**src/rtl/pwm_db_pkg.sv**
```systemverilog
package pwm_db_pkg;

    // Identifies which half-bridge leg a gate instance serves
    typedef enum logic {
        SIDE_PRI = 1'b0,
        SIDE_SEC = 1'b1
    } side_e;

    localparam int unsigned NUM_SIDES = 2;

endpackage

```
**src/rtl/pwm_db_timebase.sv**
```systemverilog
module pwm_db_timebase #(
    parameter int unsigned CNT_W = 8,
    parameter int unsigned DB_W  = 7
) (
    input  logic             clk,
    input  logic             rst_n,
    input  logic             tick,
    input  logic             enable,
    input  logic [CNT_W-1:0] period_in,
    input  logic [CNT_W-1:0] duty_in,
    input  logic [DB_W-1:0]  dead_in,
    output logic             active_o,
    output logic [CNT_W-1:0] pos_o,
    output logic [CNT_W-1:0] duty_o,
    output logic [DB_W-1:0]  dead_o,
    output logic             pri_restart_o,
    output logic             sec_restart_o
);

    typedef struct packed {
        logic             run;
        logic [CNT_W-1:0] pos;
        logic [CNT_W-1:0] per;
        logic [CNT_W-1:0] duty;
        logic [DB_W-1:0]  dead;
    } tb_state_t;

    tb_state_t st_d, st_q;
    logic      wrap;
    logic      active;

    always_comb begin
        st_d   = st_q;
        wrap   = (st_q.pos == st_q.per);
        active = st_q.run && enable;
        if (!active) begin
            st_d.run  = enable;
            st_d.pos  = '0;
            st_d.per  = period_in;
            st_d.duty = duty_in;
            st_d.dead = dead_in;
        end else if (tick) begin
            if (wrap) begin
                st_d.pos  = '0;
                st_d.per  = period_in;
                st_d.duty = duty_in;
                st_d.dead = dead_in;
            end else begin
                st_d.pos = st_q.pos + 1'b1;
            end
        end
    end

    always_ff @(posedge clk or negedge rst_n) begin
        if (!rst_n) begin
            st_q <= '0;
        end else begin
            st_q <= st_d;
        end
    end

    assign active_o      = active;
    assign pos_o         = st_q.pos;
    assign duty_o        = st_q.duty;
    assign dead_o        = st_q.dead;
    // Primary window reopens at position 0 only
    assign pri_restart_o = active && tick && wrap;
    // Secondary window (re)opens once the next position reaches the duty value
    assign sec_restart_o = active && tick && (wrap || (st_q.pos < st_q.duty));

    AST_POS_IN_RANGE: assert property (@(posedge clk) disable iff (!rst_n)
        st_q.run |-> (st_q.pos <= st_q.per));

    AST_SHADOW_HOLD: assert property (@(posedge clk) disable iff (!rst_n)
        (active && !(tick && wrap)) |=> ($stable(st_q.per) && $stable(st_q.duty) && $stable(st_q.dead)));

    AST_NO_TICK_HOLD: assert property (@(posedge clk) disable iff (!rst_n)
        (active && !tick) |=> $stable(st_q.pos));

endmodule

```
**src/rtl/pwm_db_gate.sv**
```systemverilog
module pwm_db_gate #(
    parameter int unsigned DB_W = 7
) (
    input  logic            clk,
    input  logic            rst_n,
    input  logic            active,
    input  logic            tick,
    input  logic            restart,
    input  logic            window,
    input  logic [DB_W-1:0] dead,
    output logic            drive_o
);

    typedef struct packed {
        logic [DB_W-1:0] cnt;
    } gate_state_t;

    gate_state_t st_d, st_q;

    always_comb begin
        st_d = st_q;
        if (!active) begin
            st_d.cnt = '0;
        end else if (tick) begin
            if (restart) begin
                st_d.cnt = '0;
            end else if (st_q.cnt != {DB_W{1'b1}}) begin
                st_d.cnt = st_q.cnt + 1'b1;
            end
        end
    end

    always_ff @(posedge clk or negedge rst_n) begin
        if (!rst_n) begin
            st_q <= '0;
        end else begin
            st_q <= st_d;
        end
    end

    // Rising edge waits for the delay count; falling edge follows the window
    assign drive_o = active && window && (st_q.cnt >= dead);

    AST_GATE_IDLE: assert property (@(posedge clk) disable iff (!rst_n)
        !active |-> !drive_o);

endmodule

```
**src/rtl/pwm_db_top.sv**
```systemverilog
module pwm_db_top
    import pwm_db_pkg::*;
#(
    parameter int unsigned CNT_W = 8,
    parameter int unsigned DB_W  = 7
) (
    input  logic             clk,
    input  logic             rst_n,
    input  logic             tick,
    input  logic             enable,
    input  logic [CNT_W-1:0] period_in,
    input  logic [CNT_W-1:0] duty_in,
    input  logic [DB_W-1:0]  dead_in,
    output logic             drv_hi,
    output logic             drv_lo
);

    localparam int unsigned CMP_W = (CNT_W > DB_W) ? CNT_W + 1 : DB_W + 1;

    logic             active;
    logic [CNT_W-1:0] pos;
    logic [CNT_W-1:0] duty;
    logic [DB_W-1:0]  dead;
    logic             pri_restart;
    logic             sec_restart;
    logic             pri_window;
    logic [NUM_SIDES-1:0] side_drive;

    pwm_db_timebase #(
        .CNT_W (CNT_W),
        .DB_W  (DB_W)
    ) u_timebase (
        .clk           (clk),
        .rst_n         (rst_n),
        .tick          (tick),
        .enable        (enable),
        .period_in     (period_in),
        .duty_in       (duty_in),
        .dead_in       (dead_in),
        .active_o      (active),
        .pos_o         (pos),
        .duty_o        (duty),
        .dead_o        (dead),
        .pri_restart_o (pri_restart),
        .sec_restart_o (sec_restart)
    );

    assign pri_window = (pos < duty);

    for (genvar s = 0; s < NUM_SIDES; s++) begin : g_side
        localparam side_e SIDE = side_e'(s);
        logic win;
        logic rst_win;
        if (SIDE == SIDE_PRI) begin : g_pri
            assign win     = pri_window;
            assign rst_win = pri_restart;
        end else begin : g_sec
            assign win     = !pri_window;
            assign rst_win = sec_restart;
        end
        pwm_db_gate #(
            .DB_W (DB_W)
        ) u_gate (
            .clk     (clk),
            .rst_n   (rst_n),
            .active  (active),
            .tick    (tick),
            .restart (rst_win),
            .window  (win),
            .dead    (dead),
            .drive_o (side_drive[s])
        );
    end

    assign drv_hi = side_drive[SIDE_PRI];
    assign drv_lo = side_drive[SIDE_SEC];

    AST_NO_OVERLAP: assert property (@(posedge clk) disable iff (!rst_n)
        !(drv_hi && drv_lo));

    AST_IDLE_LOW: assert property (@(posedge clk) disable iff (!rst_n)
        !enable |-> (!drv_hi && !drv_lo));

    AST_ZERO_DELAY_COMPL: assert property (@(posedge clk) disable iff (!rst_n)
        (active && (dead == '0)) |-> (drv_hi != drv_lo));

    AST_SHORT_PRI_WINDOW: assert property (@(posedge clk) disable iff (!rst_n)
        (active && (CMP_W'(dead) >= CMP_W'(duty))) |-> !drv_hi);

endmodule

```
**config.mk**
```make
export PLATFORM = sky130hd
export DESIGN_NAME = pwm_db_top
export DESIGN_NICKNAME = d
export VERILOG_FILES = /design/src/rtl/pwm_db_pkg.sv /design/src/rtl/pwm_db_timebase.sv /design/src/rtl/pwm_db_gate.sv /design/src/rtl/pwm_db_top.sv
export SDC_FILE = /design/constraint.sdc
export NUM_CORES = 1
export LEC_CHECK = 0
export ABC_AREA = 1
export BUFFER_PORTS_ARGS = -buffer_cell sky130_fd_sc_hd__buf_2
export CAP_MARGIN = 25
export CORE_MARGIN = 2
export CORE_UTILIZATION = 55
export DETAILED_ROUTE_END_ITERATION = 8
export GPL_ROUTABILITY_DRIVEN = 0
export PLACE_DENSITY_LB_ADDON = 0.3
export SYNTH_ARGS = -nofsm -noshare
export SYNTH_HDL_FRONTEND = slang
export SYNTH_HIERARCHICAL = 1
export SYNTH_SLANG_ARGS = --single-unit
export TNS_END_PERCENT = 1
```
**constraint.sdc**
```tcl
create_clock -name clk -period 2.4 [get_ports clk]
set_input_delay 0.36 -clock clk [delete_from_list [all_inputs] [get_ports clk]]
set_output_delay 0.36 -clock clk [all_outputs]
set_load 0.03 [all_outputs]
```
; Word-level counts from Yosys, hierarchy flattened
; Index checks and enable logic that the tools add are counted.
[word_totals]
ff_bits = 46
output_inout_bits = 2
inputBits = 27
elab_cells = 45
[op_classes]
n_eq_ne = 7
addsub = 3
muxes = 12
order_cmp = 3
n_reduce_logical = 13
[op_table]
columns = cell, count
row1 = $mux 31, 2
row2 = $mux 7, 8
row3 = $mux 23, 1
row4 = $add 7x1->7 const B, 2
row5 = $ge 7x7->1, 2
row6 = $ne 7x7->1 const B, 2
row7 = $add 8x1->8 const B, 1
row8 = $eq 8x8->1, 1
row9 = $logic_and 1x1->1, 8
row10 = $lt 8x8->1, 1
row11 = $mux 8, 1
row12 = $reduce_and 2->1, 3
row13 = $ne 2x2->1 const B, 2
row14 = $ne 3x2->1 const B, 1
row15 = $ne 3x3->1 const B, 1
row16 = $logic_not 1->1, 1
row17 = $logic_or 1x1->1, 1

; Longest topological paths before layout
[depth]
depth_word = 6
depth_mapped = 13
ltp_nobuf = 12

; Cells and area by module
; Netlist, hierarchy kept.
[by_module_without_submodules]
columns = mod, instances, cells_each, seq_area_each_um2, area_each_um2
row1 = pwm_db_timebase, 1, 238, 800.8, 2089.5
row2 = pwm_db_gate, 2, 97, 175.2, 650.6
row3 = pwm_db_top, 1, 34, 0.0, 202.7

; Worst setup path before layout
; No wires, ideal clock.
[synth_path]
path_kind = flip-flop to output port
from = reg u_timebase.st_q (netlist bit u_timebase/pos_o[3])
to = out drv_hi
stages_incl_launch_ff = 10
path_buffers = 1
path_slack_ns = 0.508
arrival_ns = 1.532
t_required_ns = 2.040
path_cell_list = dfrtp_1 > buf_4 > ha_1 > a21oi_1 > nand2_1 > a21oi_2 > nand2_1 > inv_1 > nand2_1 > inv_1
[synth_via]
elab_chain_cells = 3
[synth_rtl]
columns = element, line
row1 = from (decl), pwm_db_timebase.sv:28  ; tb_state_t st_d, st_q;
row2 = from (signal assigned), pwm_db_timebase.sv:58  ; st_q <= st_d;
row3 = $lt 8x8->1, pwm_db_top.sv:48  ; assign pri_window = (pos < duty);
row4 = net g_side[0].win, pwm_db_top.sv:52  ; logic win;
row5 = $logic_and 1x1->1 (2 in a row), pwm_db_gate.sv:42  ; assign drive_o = active && window && (st_q.cnt >= dead);
row6 = to (decl), pwm_db_top.sv:14  ; output logic drv_hi,
; The timed path passes the listed nets, and every way through them passes these cells.

; Worst setup path in the final report
[layout_path]
from = reg u_timebase.st_q (netlist bit u_timebase/pos_o[6])
to = out drv_lo
[layout_via]
elab_chain_cells = 4
[layout_rtl]
columns = element, line
row1 = $lt 8x8->1, pwm_db_top.sv:48
row2 = $logic_not 1->1, pwm_db_top.sv:58  ; assign win = !pri_window;
row3 = net g_side[1].win, pwm_db_top.sv:52
row4 = $logic_and 1x1->1 (2 in a row), pwm_db_gate.sv:42
row5 = to (decl), pwm_db_top.sv:15  ; output logic drv_lo
; The timed path passes the listed nets, and every way through them passes these cells.

==> run_results.csv <==
group,metric,value,unit
run_status,outcome,"complete, no violations",
timing,fmax,446,MHz
clocking,clkLatencyLatePin,0.30,ns
drt,vias,2780,
floorplanning,die-area,0.00720,mm^2
power,leakagePower,2.09,nW
critical_path,worst-path-max-fanout,5,
finish,syn_to_final_growth,3.17,%
power,peakVddDrop,0.000336,V
logic_synthesis,ys_warn_count,6,
power,seqPwrFrac,0.486,
logic_synthesis,syn_area,0.00359,mm^2
drt,drtPass1Iterations,4,
critical_path,criticalPathCategory,"reg2out",
finish,diodes,0,
drt,drt_iter0_drc,104,
power,p_sw,0.544,mW
finish,layout-drive-gt1-share,0.187,
global_route,grt_start_max_net_pins,47,
timing,fin_skew,0.00432,ns
power,p_clk_frac,0.323,
critical_path,r2r_cells,12,
finish,final_cell_mix,"nand2_1 (137), inv_1 (70), nand3_1 (48)",
timing,tightest_slew,0.593,ns
logic_synthesis,ys_seq_area_frac,0.320,
timing,setup_viol,0,
floorplanning,fp-row-count,29,
drt,met1_length,3490,um
timing,hold_viol,0,
global_route,gr-usage-all-layers,0.216,
clocking,clkSlewWorstSetupHoldPaths,0.09,ns
floorplanning,core_area,0.00635,mm^2
critical_path,critPathArrivalTime,1.88,ns
logic_synthesis,syn_area_per_cell,7.71,um^2
logic_synthesis,synthCells,466,
floorplanning,die_x,84.8,um
place,hpwl,5130,um
finish,final_common_cell,"nand2_1",
critical_path,start_kind,"register",
timing,fin_crit_sh,0.934,
worst_hold_path,min_path_type,"in2async",
critical_path,cp_data_required_time,2.04,ns
drt,post-route-drc-count,0,
place,port_buffers,28,
floorplanning,die_h,84.8,um
logic_synthesis,synth_fp_nets,524,
global_route,grt_pass1_wl,12700,um
clocking,cts_buffers,5,
global_route,grt_pass1_vias,2761,
drt,ant_nets,0,
flow_run,maxCapViolCount,0,
global_route,overflow,0,
drt,route.met2.wl,3070,um
clocking,clkSinkCount,46,
power,combinationalPowerShare,0.191,
finish,regArea,0.00115,mm^2
clocking,clockRootBuffer,"clkbuf_8",
drt,vias_per_cell,5.04,
floorplanning,io_pins,29,
drt,routed_wl,6960,um
timing,rsz0062_at_grt,"no",
timing,tns,0,ns
floorplanning,initial_utilization,0.566,
power,p_int,1.26,mW
logic_synthesis,synth-seq-cells,46,
timing,drv_slew,0,
finish,fin_nets,532,
clocking,htree_num_levels,2,
logic_synthesis,synth_cell_type_count,30,
timing,fin_crit,2.24,ns
timing,slew_headroom,0.605,
clocking,clockBufferDepth,2,
power,total_power,1.81,mW
drt,routed-wl-met3,340,um
critical_path,cp-end-kind,"primary output",
clocking,cts_tree,"done",
power,swShare,0.301,
drt,routedWlPerCell,12.6,um
finish,fill_cells,577,
drt,top_layer_used,"met4",
finish,multi_input_area,0.00188,mm^2
global_route,antenna_found_initial,0,
power,p_per_area,488,mW/mm^2
power groups by stage:
stage               logic (mW)  registers [mW]  clock network, mW
floorplan                0.308           0.872                  0
global placement         0.332           0.890                  0
detailed placement       0.345           0.892                  0
CTS                      0.348           0.878              0.601
global route             0.399           0.885              0.635
finish                   0.345           0.879              0.584
stage by stage:
| step | utilization | cells | setup slack, ns | instance area [um^2] | hold slack, ns |
|---|---|---|---|---|---|
| floorplan | - | 466 | 0.508 | 3590 | 0.0644 |
| CTS | 0.582 | 551 | 0.108 | 3700 | 0.170 |
| global route | 0.584 | 552 | 0.0138 | 3710 | 0.170 |
| detailed placement | 0.565 | 543 | 0.449 | 3580 | 0.492 |
| global placement | 0.565 | 543 | 0.478 | 3580 | 0.486 |
| finish | 0.584 | 552 | 0.158 | 3710 | 0.149 |
critical path, cell delays in order (launching register included):
cell and delay [ns]:
dfrtp_1 0.46, ha_1 0.32, nand2_1 0.07, nor2_1 0.19, nand2_1 0.09, nand2_1 0.06
nand2_1 0.06, inv_1 0.06, nand2_1 0.04, inv_1 0.05, buf_2 0.19
state kept, by name, indices dropped and copies added, names as in the netlist:
name                cells
u_timebase/st_q         9
u_timebase/pos_o        8
u_timebase/dead_o       7
g_side.u_gate/st_q     14
u_timebase/duty_o       8
worst paths after layout:
check                               startpoint                        to  slack (ns)
min in group clk                        enable       u_timebase/st_q[31]        0.18
max                        u_timebase/pos_o[6]                    drv_lo        0.16
max reg2reg                u_timebase/pos_o[3]  g_side[1].u_gate/st_q[5]        0.42
max in group asynchronous                rst_n       u_timebase/pos_o[3]        1.83
min reg2reg                u_timebase/st_q[22]       u_timebase/st_q[22]        0.54
min                                      rst_n      u_timebase/duty_o[7]        0.15
metal layers:
metal  up-vias  global-route usage
met3         6              0.0340
met2        54               0.336
met1      1270               0.315
met5         -                   0
li1       1450                   -
met4         0              0.0563
Yosys cell counts:
master / number / share of area
nand3_1: 48 / 0.067
buf_6: 2 / 0.0063
ha_1: 31 / 0.11
inv_2: 3 / 0.0031
bufinv_8: 1 / 0.0049
o21ai_0: 2 / 0.0028
or2_2: 2 / 0.0035
buf_4: 23 / 0.048
xnor2_1: 5 / 0.012
nand2_4: 3 / 0.0094
nand3_2: 22 / 0.061
a21oi_2: 1 / 0.0024
clkbuf_8: 2 / 0.0077
o21ai_2: 3 / 0.0073
nand2_1: 137 / 0.14
nor2_1: 20 / 0.021
dfrtp_1: 46 / 0.32
a21oi_1: 16 / 0.022
nand2_8: 1 / 0.0056
nor2_2: 2 / 0.0035
nand3_4: 1 / 0.0049
buf_2: 1 / 0.0014
o21a_1: 1 / 0.0021
inv_1: 70 / 0.073
buf_12: 2 / 0.011
nor3_1: 3 / 0.0042
nor2_4: 6 / 0.019
xor2_1: 8 / 0.019
clkbuf_1: 2 / 0.0021
nand2_2: 2 / 0.0035
final cells by class:
cell class / count / area share
multi-input combinational: 314 / 0.506
clock buffer: 5 / 0.0186
tap: 77 / 0.0260
sequential: 46 / 0.311
inverter: 74 / 0.0786
clock inverter: 3 / 0.0121
timing repair buffer: 33 / 0.0479
logic make-up (layout without fill, tap and decap cells):
kind of cell | after synthesis | after routing | synth area share
xor gates and xnor gates | 13 | 13 | 0.0317
buffers and inverters | 106 | 115 | 0.158
adders and majority gates | 31 | 31 | 0.108
DFF | 46 | 46 | 0.320
AOI/OAI and AO/OA | 23 | 23 | 0.0369
and+or+nand+nor | 247 | 247 | 0.345
repair_timing:
item	in CTS	in global routing
endpoints found under the setup margin	0	2
gates resized for setup	0	1
hold buffers	0	0
setup buffers	0	1
Note: power is estimated with default switching activity, not from simulation.
